[src/rtl/lic_pkg.sv]
package lic_pkg;

  localparam int unsigned OFS_W   = 12;
  localparam int unsigned DATA_W  = 32;
  localparam int unsigned N_LVT   = 6;
  localparam int unsigned LVT_IW  = 3;
  localparam logic [7:0]  LVT_SLOT = 8'h32;

  typedef enum logic [3:0] {
    RG_NONE, RG_ID, RG_VER, RG_TPR, RG_EOI, RG_LDR, RG_DFR, RG_SVR,
    RG_ESR, RG_LVT, RG_INIT, RG_CUR, RG_DIV
  } lic_reg_e;

  // size code -> bytes touched
  function automatic logic [3:0] size_bytes(input logic [1:0] sz);
    case (sz)
      2'd0:    size_bytes = 4'd1;
      2'd1:    size_bytes = 4'd2;
      2'd2:    size_bytes = 4'd4;
      default: size_bytes = 4'd8;
    endcase
  endfunction

  // access fits in the first word of its slot
  function automatic logic fits_word(input logic [3:0] byte_in_slot, input logic [1:0] sz);
    logic [4:0] last;
    last = {3'b000, byte_in_slot[1:0]} + {1'b0, size_bytes(sz)};
    fits_word = (byte_in_slot[3:2] == 2'b00) && (sz != 2'd3) && (last <= 5'd4);
  endfunction

  function automatic lic_reg_e slot_decode(input logic [7:0] slot);
    case (slot)
      8'h02: slot_decode = RG_ID;
      8'h03: slot_decode = RG_VER;
      8'h08: slot_decode = RG_TPR;
      8'h0B: slot_decode = RG_EOI;
      8'h0D: slot_decode = RG_LDR;
      8'h0E: slot_decode = RG_DFR;
      8'h0F: slot_decode = RG_SVR;
      8'h28: slot_decode = RG_ESR;
      8'h38: slot_decode = RG_INIT;
      8'h39: slot_decode = RG_CUR;
      8'h3E: slot_decode = RG_DIV;
      default:
        if (slot >= LVT_SLOT && slot < LVT_SLOT + 8'(N_LVT)) slot_decode = RG_LVT;
        else slot_decode = RG_NONE;
    endcase
  endfunction

  function automatic logic [3:0] lane_mask(input logic [1:0] lane, input logic [1:0] sz);
    case (sz)
      2'd0:    lane_mask = 4'b0001 << lane;
      2'd1:    lane_mask = 4'b0011 << lane;
      default: lane_mask = 4'b1111;
    endcase
  endfunction

  function automatic logic [DATA_W-1:0] lane_merge(input logic [DATA_W-1:0] old_v,
                                                   input logic [DATA_W-1:0] wd,
                                                   input logic [1:0] lane,
                                                   input logic [1:0] sz);
    logic [3:0] bm;
    logic [DATA_W-1:0] shifted;
    bm = lane_mask(lane, sz);
    shifted = wd << {lane, 3'b000};
    for (int b = 0; b < 4; b++)
      lane_merge[8*b +: 8] = bm[b] ? shifted[8*b +: 8] : old_v[8*b +: 8];
  endfunction

  function automatic logic [DATA_W-1:0] lane_extract(input logic [DATA_W-1:0] v,
                                                     input logic [1:0] lane,
                                                     input logic [1:0] sz);
    logic [DATA_W-1:0] s;
    s = v >> {lane, 3'b000};
    case (sz)
      2'd0:    lane_extract = s & 32'h0000_00FF;
      2'd1:    lane_extract = s & 32'h0000_FFFF;
      default: lane_extract = s;
    endcase
  endfunction

endpackage

[src/rtl/lic_decode.sv]
module lic_decode
  import lic_pkg::*;
(
  input  logic             req_valid,
  input  logic             req_write,
  input  logic [OFS_W-1:0] req_offset,
  input  logic [1:0]       req_size,
  output lic_reg_e         sel,
  output logic [LVT_IW-1:0] lvt_idx,
  output logic             hit,
  output logic             wr_go,
  output logic             rd_go
);

  logic [7:0] slot;
  logic       shape_ok;

  assign slot     = req_offset[OFS_W-1:4];
  assign shape_ok = fits_word(req_offset[3:0], req_size);
  assign sel      = slot_decode(slot);
  assign lvt_idx  = LVT_IW'(slot - LVT_SLOT);
  assign hit      = shape_ok && (sel != RG_NONE);
  assign wr_go    = req_valid && req_write && hit;
  assign rd_go    = req_valid && !req_write && hit;

endmodule

[src/rtl/lic_regfile.sv]
module lic_regfile
  import lic_pkg::*;
#(
  parameter logic [DATA_W-1:0] VERSION_VAL = 32'h0005_0014
) (
  input  logic                    clk,
  input  logic                    rst_n,
  input  logic                    wr_go,
  input  logic                    rd_go,
  input  lic_reg_e                sel,
  input  logic [LVT_IW-1:0]       lvt_idx,
  input  logic [1:0]              lane,
  input  logic [1:0]              req_size,
  input  logic [DATA_W-1:0]       wdata,
  input  logic [7:0]              esr_set,
  input  logic [2*N_LVT-1:0]      lvt_status,
  input  logic [DATA_W-1:0]       cur_count,
  output logic [DATA_W-1:0]       rd_val,
  output logic                    eoi_pulse,
  output logic                    timer_load,
  output logic [DATA_W-1:0]       timer_init,
  output logic [3:0]              timer_div,
  output logic [7:0]              task_prio,
  output logic                    sw_enable,
  output logic [DATA_W*N_LVT-1:0] lvt_cfg
);

  localparam logic [DATA_W-1:0] LVT_RO  = 32'h0000_5000;
  localparam logic [DATA_W-1:0] LVT_RST = 32'h0001_0000;

  logic [DATA_W-1:0] id_q, tpr_q, ldr_q, dfr_q, svr_q, esr_q, init_q;
  logic [3:0]        div_q;
  logic              esr_armed;
  logic [DATA_W-1:0] lvt_q [N_LVT];
  logic [DATA_W-1:0] lvt_view [N_LVT];
  logic [DATA_W-1:0] cur_word, merged;
  logic              lvt_ok;

  assign lvt_ok = (32'(lvt_idx) < N_LVT);

  // status bits come from the neighbour, never from stored data
  for (genvar i = 0; i < N_LVT; i++) begin : g_lvt
    assign lvt_view[i] = (lvt_q[i] & ~LVT_RO)
                       | {17'd0, lvt_status[2*i+1], 1'b0, lvt_status[2*i], 12'd0};
    assign lvt_cfg[DATA_W*i +: DATA_W] = lvt_q[i];
  end

  always_comb begin
    case (sel)
      RG_ID:   cur_word = id_q;
      RG_VER:  cur_word = VERSION_VAL;
      RG_TPR:  cur_word = tpr_q;
      RG_LDR:  cur_word = ldr_q;
      RG_DFR:  cur_word = dfr_q;
      RG_SVR:  cur_word = svr_q;
      RG_ESR:  cur_word = esr_q;
      RG_LVT:  cur_word = lvt_ok ? lvt_view[lvt_idx] : '0;
      RG_INIT: cur_word = init_q;
      RG_CUR:  cur_word = cur_count;
      RG_DIV:  cur_word = {28'd0, div_q};
      default: cur_word = '0;
    endcase
  end

  assign merged = lane_merge(cur_word, wdata, lane, req_size);
  assign rd_val = lane_extract(cur_word, lane, req_size);

  always_ff @(posedge clk) begin
    if (!rst_n) begin
      id_q       <= '0;
      tpr_q      <= '0;
      ldr_q      <= '0;
      dfr_q      <= '1;
      svr_q      <= 32'h0000_00FF;
      esr_q      <= '0;
      esr_armed  <= 1'b0;
      init_q     <= '0;
      div_q      <= '0;
      sw_enable  <= 1'b0;
      eoi_pulse  <= 1'b0;
      timer_load <= 1'b0;
      for (int i = 0; i < N_LVT; i++) lvt_q[i] <= LVT_RST;
    end else begin
      eoi_pulse  <= wr_go && (sel == RG_EOI);
      timer_load <= wr_go && (sel == RG_INIT);
      if (rd_go && sel == RG_ESR) esr_armed <= 1'b0;
      if (wr_go && sel == RG_ESR) begin
        if (esr_armed) begin
          esr_q     <= {24'd0, esr_set};
          esr_armed <= 1'b0;
        end else begin
          esr_q     <= esr_q | {24'd0, esr_set};
          esr_armed <= 1'b1;
        end
      end else begin
        esr_q <= esr_q | {24'd0, esr_set};
      end
      if (wr_go) begin
        case (sel)
          RG_ID:   id_q  <= merged & 32'h0000_00FF;
          RG_TPR:  tpr_q <= merged & 32'h0000_00FF;
          RG_LDR:  ldr_q <= merged & 32'hFF00_0000;
          RG_DFR:  dfr_q <= merged | 32'h0FFF_FFFF;
          RG_SVR: begin
            svr_q     <= merged;
            sw_enable <= merged[8];
          end
          RG_LVT:  if (lvt_ok) lvt_q[lvt_idx] <= (merged & ~LVT_RO) | (lvt_q[lvt_idx] & LVT_RO);
          RG_INIT: init_q <= merged;
          RG_DIV:  div_q  <= merged[3:0] & 4'b1011;
          default: ;
        endcase
      end
    end
  end

  assign timer_init = init_q;
  assign timer_div  = div_q;
  assign task_prio  = tpr_q[7:0];

  a_r5_dfr_low_ones: assert property (@(posedge clk) disable iff (!rst_n)
    dfr_q[27:0] == 28'hFFF_FFFF);
  a_r4_id_upper_clear: assert property (@(posedge clk) disable iff (!rst_n)
    id_q[31:8] == 24'd0);
  a_r9_swen_only_by_svr: assert property (@(posedge clk) disable iff (!rst_n)
    !$stable(sw_enable) |-> $past(wr_go && sel == RG_SVR));
  a_r10_esr_armed_clear: assert property (@(posedge clk) disable iff (!rst_n)
    (wr_go && sel == RG_ESR && esr_armed) |=> (esr_q == {24'd0, $past(esr_set)} && !esr_armed));

endmodule

[src/rtl/lic_regs.sv]
module lic_regs
  import lic_pkg::*;
#(
  parameter logic [31:0] VERSION_VAL = 32'h0005_0014
) (
  input  logic         clk,
  input  logic         rst_n,
  input  logic         req_valid,
  input  logic         req_write,
  input  logic [11:0]  req_offset,
  input  logic [1:0]   req_size,
  input  logic [31:0]  req_wdata,
  output logic         rsp_valid,
  output logic         rsp_err,
  output logic [31:0]  rsp_rdata,
  input  logic [7:0]   esr_set,
  input  logic [11:0]  lvt_status,
  input  logic [31:0]  cur_count,
  output logic         eoi_pulse,
  output logic         timer_load,
  output logic [31:0]  timer_init,
  output logic [3:0]   timer_div,
  output logic [7:0]   task_prio,
  output logic         sw_enable,
  output logic [191:0] lvt_cfg
);

  lic_reg_e          dec_sel;
  logic [LVT_IW-1:0] dec_lvt;
  logic              dec_hit, dec_wr, dec_rd;
  logic [DATA_W-1:0] rf_rd;

  lic_decode u_dec (
    .req_valid (req_valid),
    .req_write (req_write),
    .req_offset(req_offset),
    .req_size  (req_size),
    .sel       (dec_sel),
    .lvt_idx   (dec_lvt),
    .hit       (dec_hit),
    .wr_go     (dec_wr),
    .rd_go     (dec_rd)
  );

  lic_regfile #(.VERSION_VAL(VERSION_VAL)) u_rf (
    .clk       (clk),
    .rst_n     (rst_n),
    .wr_go     (dec_wr),
    .rd_go     (dec_rd),
    .sel       (dec_sel),
    .lvt_idx   (dec_lvt),
    .lane      (req_offset[1:0]),
    .req_size  (req_size),
    .wdata     (req_wdata),
    .esr_set   (esr_set),
    .lvt_status(lvt_status),
    .cur_count (cur_count),
    .rd_val    (rf_rd),
    .eoi_pulse (eoi_pulse),
    .timer_load(timer_load),
    .timer_init(timer_init),
    .timer_div (timer_div),
    .task_prio (task_prio),
    .sw_enable (sw_enable),
    .lvt_cfg   (lvt_cfg)
  );

  always_ff @(posedge clk) begin
    if (!rst_n) begin
      rsp_valid <= 1'b0;
      rsp_err   <= 1'b0;
      rsp_rdata <= '0;
    end else begin
      rsp_valid <= req_valid;
      rsp_err   <= req_valid && !dec_hit;
      rsp_rdata <= dec_rd ? rf_rd : '0;
    end
  end

  a_r3_rsp_after_req: assert property (@(posedge clk) disable iff (!rst_n)
    req_valid |=> rsp_valid);
  a_r3_no_spurious_rsp: assert property (@(posedge clk) disable iff (!rst_n)
    !req_valid |=> !rsp_valid);
  a_r1_err_zero_data: assert property (@(posedge clk) disable iff (!rst_n)
    (rsp_valid && rsp_err) |-> rsp_rdata == 32'd0);
  a_r7_eoi_from_write: assert property (@(posedge clk) disable iff (!rst_n)
    eoi_pulse |-> $past(req_valid && req_write && dec_hit && dec_sel == RG_EOI));

endmodule

[config.mk]
export PLATFORM = sky130hd
export DESIGN_NAME = lic_regs
export DESIGN_NICKNAME = d
export VERILOG_FILES = /design/src/rtl/lic_pkg.sv /design/src/rtl/lic_decode.sv /design/src/rtl/lic_regfile.sv /design/src/rtl/lic_regs.sv
export SDC_FILE = /design/constraint.sdc
export NUM_CORES = 1
export LEC_CHECK = 0
export ABC_AREA = 1
export ABC_CLOCK_PERIOD_IN_PS = 9100
export BUFFER_PORTS_ARGS = -buffer_cell sky130_fd_sc_hd__clkbuf_2
export CAP_MARGIN = 20
export CELL_PAD_IN_SITES_DETAIL_PLACEMENT = 1
export CELL_PAD_IN_SITES_GLOBAL_PLACEMENT = 2
export CORE_MARGIN = 8
export CORE_UTILIZATION = 33
export CTS_CLUSTER_DIAMETER = 50
export DETAILED_ROUTE_END_ITERATION = 10
export PLACE_DENSITY = 0.81
export SYNTH_ARGS = -nofsm -noshare
export SYNTH_HDL_FRONTEND = slang
export SYNTH_HIERARCHICAL = 1
export SYNTH_SLANG_ARGS = --single-unit
[constraint.sdc]
create_clock -name clk -period 9.1 [get_ports clk]
set_input_delay 0.91 -clock clk [delete_from_list [all_inputs] [get_ports clk]]
set_output_delay 0.91 -clock clk [all_outputs]
set_load 0.02 [all_outputs]
Word-level counts from Yosys, hierarchy flattened

Memory sizes are Yosys's and may differ from the RTL's.
Index checks and enable logic that the tools add are counted.

Register bits after elaboration: 165
Word-level logic and storage cells: 118
Memories: 1
Bits of input ports: 102
Bits in writable memories: 192

Reduce and logical (&&, ||, !) cells: 28
Mux-type cells: 28
$lt $le $gt $ge: 5
Eq/ne operators: 26
Bitwise logic cells: 9
$add $sub $neg: 2
Shift operators: 4

Memories:

| name       | words | bits a word | rd ports | clocked after Yosys merged registers in | wr ports | line              | source |
|---|---|---|---|---|---|---|---|
| u_rf.lvt_q | 6     | 32          | 7        | 0                                       | 6        | lic_regfile.sv:34 | `logic [DATA_W-1:0] lvt_q [N_LVT];` |

Operators by type and width:

| cell                                                              | count |
|---|---|
| one-hot mux 32 bit (11 select lines)                              | 1 |
| OR 32 x 15 -> 32 bit                                              | 7 |
| two-way mux 32 bit                                                | 6 |
| binary-select mux 32 bit (select 3 bit)                           | 1 |
| one-hot mux 32 bit (2 select lines)                               | 1 |
| one-hot mux 4 bit (11 select lines)                               | 1 |
| equality test 8 x 4 -> 1 bit, second input constant               | 5 |
| equality test 8 x 6 -> 1 bit, second input constant               | 4 |
| two-way mux 8 bit                                                 | 4 |
| OR 32 x 8 -> 32 bit                                               | 1 |
| OR reduction 32 bit                                               | 1 |
| left shift 32 x 5 -> 32 bit                                       | 1 |
| >> shifter 32 x 5 -> 32 bit                                       | 1 |
| equality test 4 bit, second input constant                        | 5 |
| equality test 4 x 3 -> 1 bit, second input constant               | 4 |
| equality test 8 x 2 -> 1 bit, second input constant               | 2 |
| AND reduction 2 bit                                               | 8 |
| logical AND 1 bit                                                 | 13 |
| one-hot mux 4 bit (3 select lines)                                | 1 |
| two-way mux 1 bit                                                 | 10 |
| equality test 4 x 2 -> 1 bit, second input constant               | 2 |
| greater-or-equal comparator 8 x 6 -> 1 bit, second input constant | 1 |
| < comparator 8 x 6 -> 1 bit, second input constant                | 1 |
| one-hot mux 4 bit (2 select lines)                                | 1 |
| 18 further kinds                                                  | 20 |

Logic depth before layout (Yosys ltp)

Depth in word-level cells: 12
Gate-level depth with buffers: 20

Modules after synthesis

The synthesis kept the hierarchy.

By module, submodules not included:

| module      | area an instance (µm²) | cells each | instances |
|---|---|---|---|
| lic_regfile | 15,369.7               | 2,031      | 1 |
| lic_regs    | 1,062.3                | 105        | 1 |
| lic_decode  | 416.6                  | 84         | 1 |

Least setup slack after synthesis

No wires, ideal clock.

Path type: input port to flip-flop
Start: input req_size[1]
End: memory u_rf.lvt_q[5][0], enable pin
Buffers on the path: 0
Stages: 14
Required time: 8.668 ns
Library setup time: 0.432 ns
Arrival: 4.104 ns
Slack: 4.565 ns
Cells stage by stage: nor2_1 -> ha_1 -> inv_1 -> fa_1 -> or2_1 -> o211ai_1 -> nand2_1 -> inv_1 -> nand2_2 -> nor2_1 -> inv_1 -> nor2_1 -> nand2_1 -> a21oi_1

RTL lines:

| item               | line              | source |
|---|---|---|
| start: declaration | lic_regs.sv:11    | `input logic [1:0] req_size,` |
| end: declaration   | lic_regfile.sv:34 |  |

==> results.toml <==
[setup_path]
cp_cell_sequence = "clkbuf_2 > inv_2 > ha_1 > nand3_1 > nor2_1 > nor2_2 > nand3_2 > inv_2 > nor2_4 > nand3_2 > nor3_4 > buf_4 > nand3_1 > buf_4 > nand2_1 > buf_4"
startpoint_type = "primary input"
r2r_start = "u_rf/lvt_q[3][1]"
cp_max_fo = 41
crit_required_ps = 9350
arrival_ps = 6130
slowest_delay_ps = 820
setup.worst_path.start = "req_offset[5]"
r2r_slack_ps = 6690
slowest_stage = "nor3_4"
cp_common_cell = "buf_4"
end_kind = "flip-flop"
critPathKind = "in -> reg"

[status]
status = "completed"

[detailed_routing]
via_per_inst = 5.19
finalWirelength_um = 77400
drcViolationCount = 0
drtPass1Iterations = 5
wl_per_cell_um = 23.7
routed-via-count = 16980
drt_iter0_drc = 1425
ant_nets = 0

[clock_tree]
clk_pin_slew_ps = 60
post_cts_resized = 0
htree_levels = 2
cts_buffers = 47
clock_path_buffers = 3
cts_sinks = 336
post_cts_buffers = 0
cts_tree = "yes"
root_buffer = "clkbuf_16"
insertion_delay_ps = 590
hold_buffers = 0

[die]
core_area_um2 = 50900
num_rows = 83
io_pins = 375
die_h_um = 242
initial_core_util_pct = 33.1
die_w_um = 242
dieArea_um2 = 58500

[timing]
tightest_slew_ps = 1130
fmax_mhz = 170
slew_headroom_pct = 24.6
fin_crit_sh_pct = 64.6
fin_skew_ps = 23.9
maxSlewViolCount = 0
setup_violations = 0
rsz0062_at_grt = "false"
finalSetupTns_ps = 0
whs_ps = 474
fin_crit_ps = 5880
hold_viol = 0

[logic_synthesis]
synth_cells = 2220
synth_edf_count = 196
synth_seq_cells = 336
synth_top_flop_cell = "edfxtp_1"
synth_area_um2 = 16800
synth.distinct_cells = 34
async_flop_share_pct = 0
yosysSeqAreaShare_pct = 51.6
yosys_warnings = 6
syn_avg_cell_area_um2 = 7.59

[run]
cap_violations = 0

[global_route]
grt_max_degree = 77
grt_pass1_vias = 17454
grt_pass1_wl_um = 115000
antenna_found_initial = 5
grt_usage_pct = 25.7
gr-total-overflow = 0

[power]
p_per_area_nw_per_um2 = 192
ir_worst_vdd_uv = 101
p_sw_uw = 1070
clkPwrFrac_pct = 48.5
p_int_uw = 2950
seq_power_share_pct = 41.9
leakage_uw = 0.00966
p_sw_share_pct = 26.6
p_comb_share_pct = 9.6

[hold_path]
hold_start = "u_rf/dfr_q[31]"
hold_path.class = "reg -> reg"

[placed_design]
io_buffers = 373
hpwlAfterDp_um = 59100
place_congestion = 0.901

[finish]
drive_gt1_share_pct = 21.2
layout.nets = 2659
area_growth_syn_to_layout_pct = 24.6
==> final timing paths <==
check | cells past startpoint | end
setup reg to reg | 10 | u_rf/lvt_q[2][1]
setup / recovery | 16 | u_rf/lvt_q[4][18]
hold / removal | 2 | u_rf/dfr_q[31]
hold reg to reg | 2 | u_rf/dfr_q[31]
==> synth_stat cells (2+ instances only) <==
cell,number,area (µm²)
nand2_1,698,2620
edfxtp_1,196,5890
o221ai_1,5,43.8
o21ai_0,80,400
nor2_4,5,56.3
a22oi_1,9,67.6
inv_1,157,589
a211oi_1,6,45.0
buf_4,3,22.5
nor3_1,2,10.0
o21a_1,23,173
nand3_2,4,40.0
inv_2,7,26.3
buf_1,7,26.3
buf_6,3,33.8
dfxtp_1,140,2800
nor2_2,36,225
o21ai_1,2,10.0
nand3b_1,2,15.0
buf_2,34,170
clkinv_1,3,11.3
o211ai_1,8,60.1
clkbuf_1,77,289
ha_1,2,25.0
nor2_1,322,1210
a21oi_1,123,616
nand4_1,7,43.8
nand2_2,5,31.3
nand3_1,249,1250
==> sequential cells by signal, indices dropped and copies added, names as in the netlist <==
signal,count
u_rf/dfr_q,4
u_rf/esr_armed,1
u_rf/eoi_pulse,1
u_rf/timer_div,3
u_rf/id_q,8
u_rf/tpr_q,8
rsp_valid,1
u_rf/esr_q,8
u_rf/ldr_q,8
u_rf/lvt_q,196
rsp_rdata,32
u_rf/timer_init,32
rsp_err,1
u_rf/timer_load,1
u_rf/svr_q,32
==> cell type report <==
class | count | area [µm²]
inverter | 167 | 627
fill | 6308 | 29900
sequential | 336 | 8690
multi-input combinational | 1597 | 7040
timing repair buffer | 405 | 2130
clock inverter | 31 | 397
clock buffer | 55 | 1270
antenna | 1 | 2.50
tap | 680 | 851
==> metrics by stage <==
| step | area (µm²) | total power (µW) | instances | setup WS (ps) | utilization [%] |
|---|---|---|---|---|---|
| final | 21000 | 4020 | 3272 | 3220 | 41.3 |
| after global routing | 21000 | 4150 | 3271 | 2810 | 41.3 |
| after CTS | 21000 | 4050 | 3268 | 3260 | 41.2 |
| after detailed placement | 19300 | 2100 | 3182 | 2650 | 37.9 |
| after global placement | 19300 | 2090 | 3182 | 2850 | 37.9 |
| after floorplan | 16900 | 1920 | 2224 | 4560 | - |
==> metal layers <==
layer | GRT usage (%) | share of wire [%]
met5 | 0 | 0.096
met4 | 8.16 | 3.1
met3 | 4.92 | 6.5
met2 | 41.3 | 46
met1 | 34.5 | 44
==> cells in the final DEF (no fill, tap or decap), drive strengths merged, types with 23 or more instances in the layout <==
| master | instances |
|---|---|
| a21oi | 123 |
| buf | 32 |
| clkbuf | 428 |
| dfxtp | 140 |
| edfxtp | 196 |
| inv | 170 |
| nand2 | 703 |
| nand3 | 253 |
| nor2 | 363 |
| o21a | 23 |
| o21ai | 82 |
==> critical path, delay by kind of cell <==
family,cells,cell delay (ps)
and+or+nand+nor,9,2970
buffers and inverters,6,1930
adders and majority gates,1,270
==> kinds of logic after synthesis <==
family                     Yosys count  synth area share (%)
AOI/OAI and AO/OA                  257                  8.45
DFF                                336                  51.6
buffers and inverters              291                  6.94
adders and majority gates            3                 0.267
and+or+nand+nor                   1332                  32.8
other                                1                0.0223
==> power by group through the flow <==
stage | Clock [µW] | Combinational, µW | Sequential (µW)
after floorplan | 0 | 165 | 1750
after global placement | 0 | 377 | 1720
after detailed placement | 0 | 382 | 1720
after CTS | 1980 | 383 | 1690
after global routing | 2040 | 414 | 1690
final | 1950 | 386 | 1690
No activity file was read; power rests on OpenSTA's default activity.
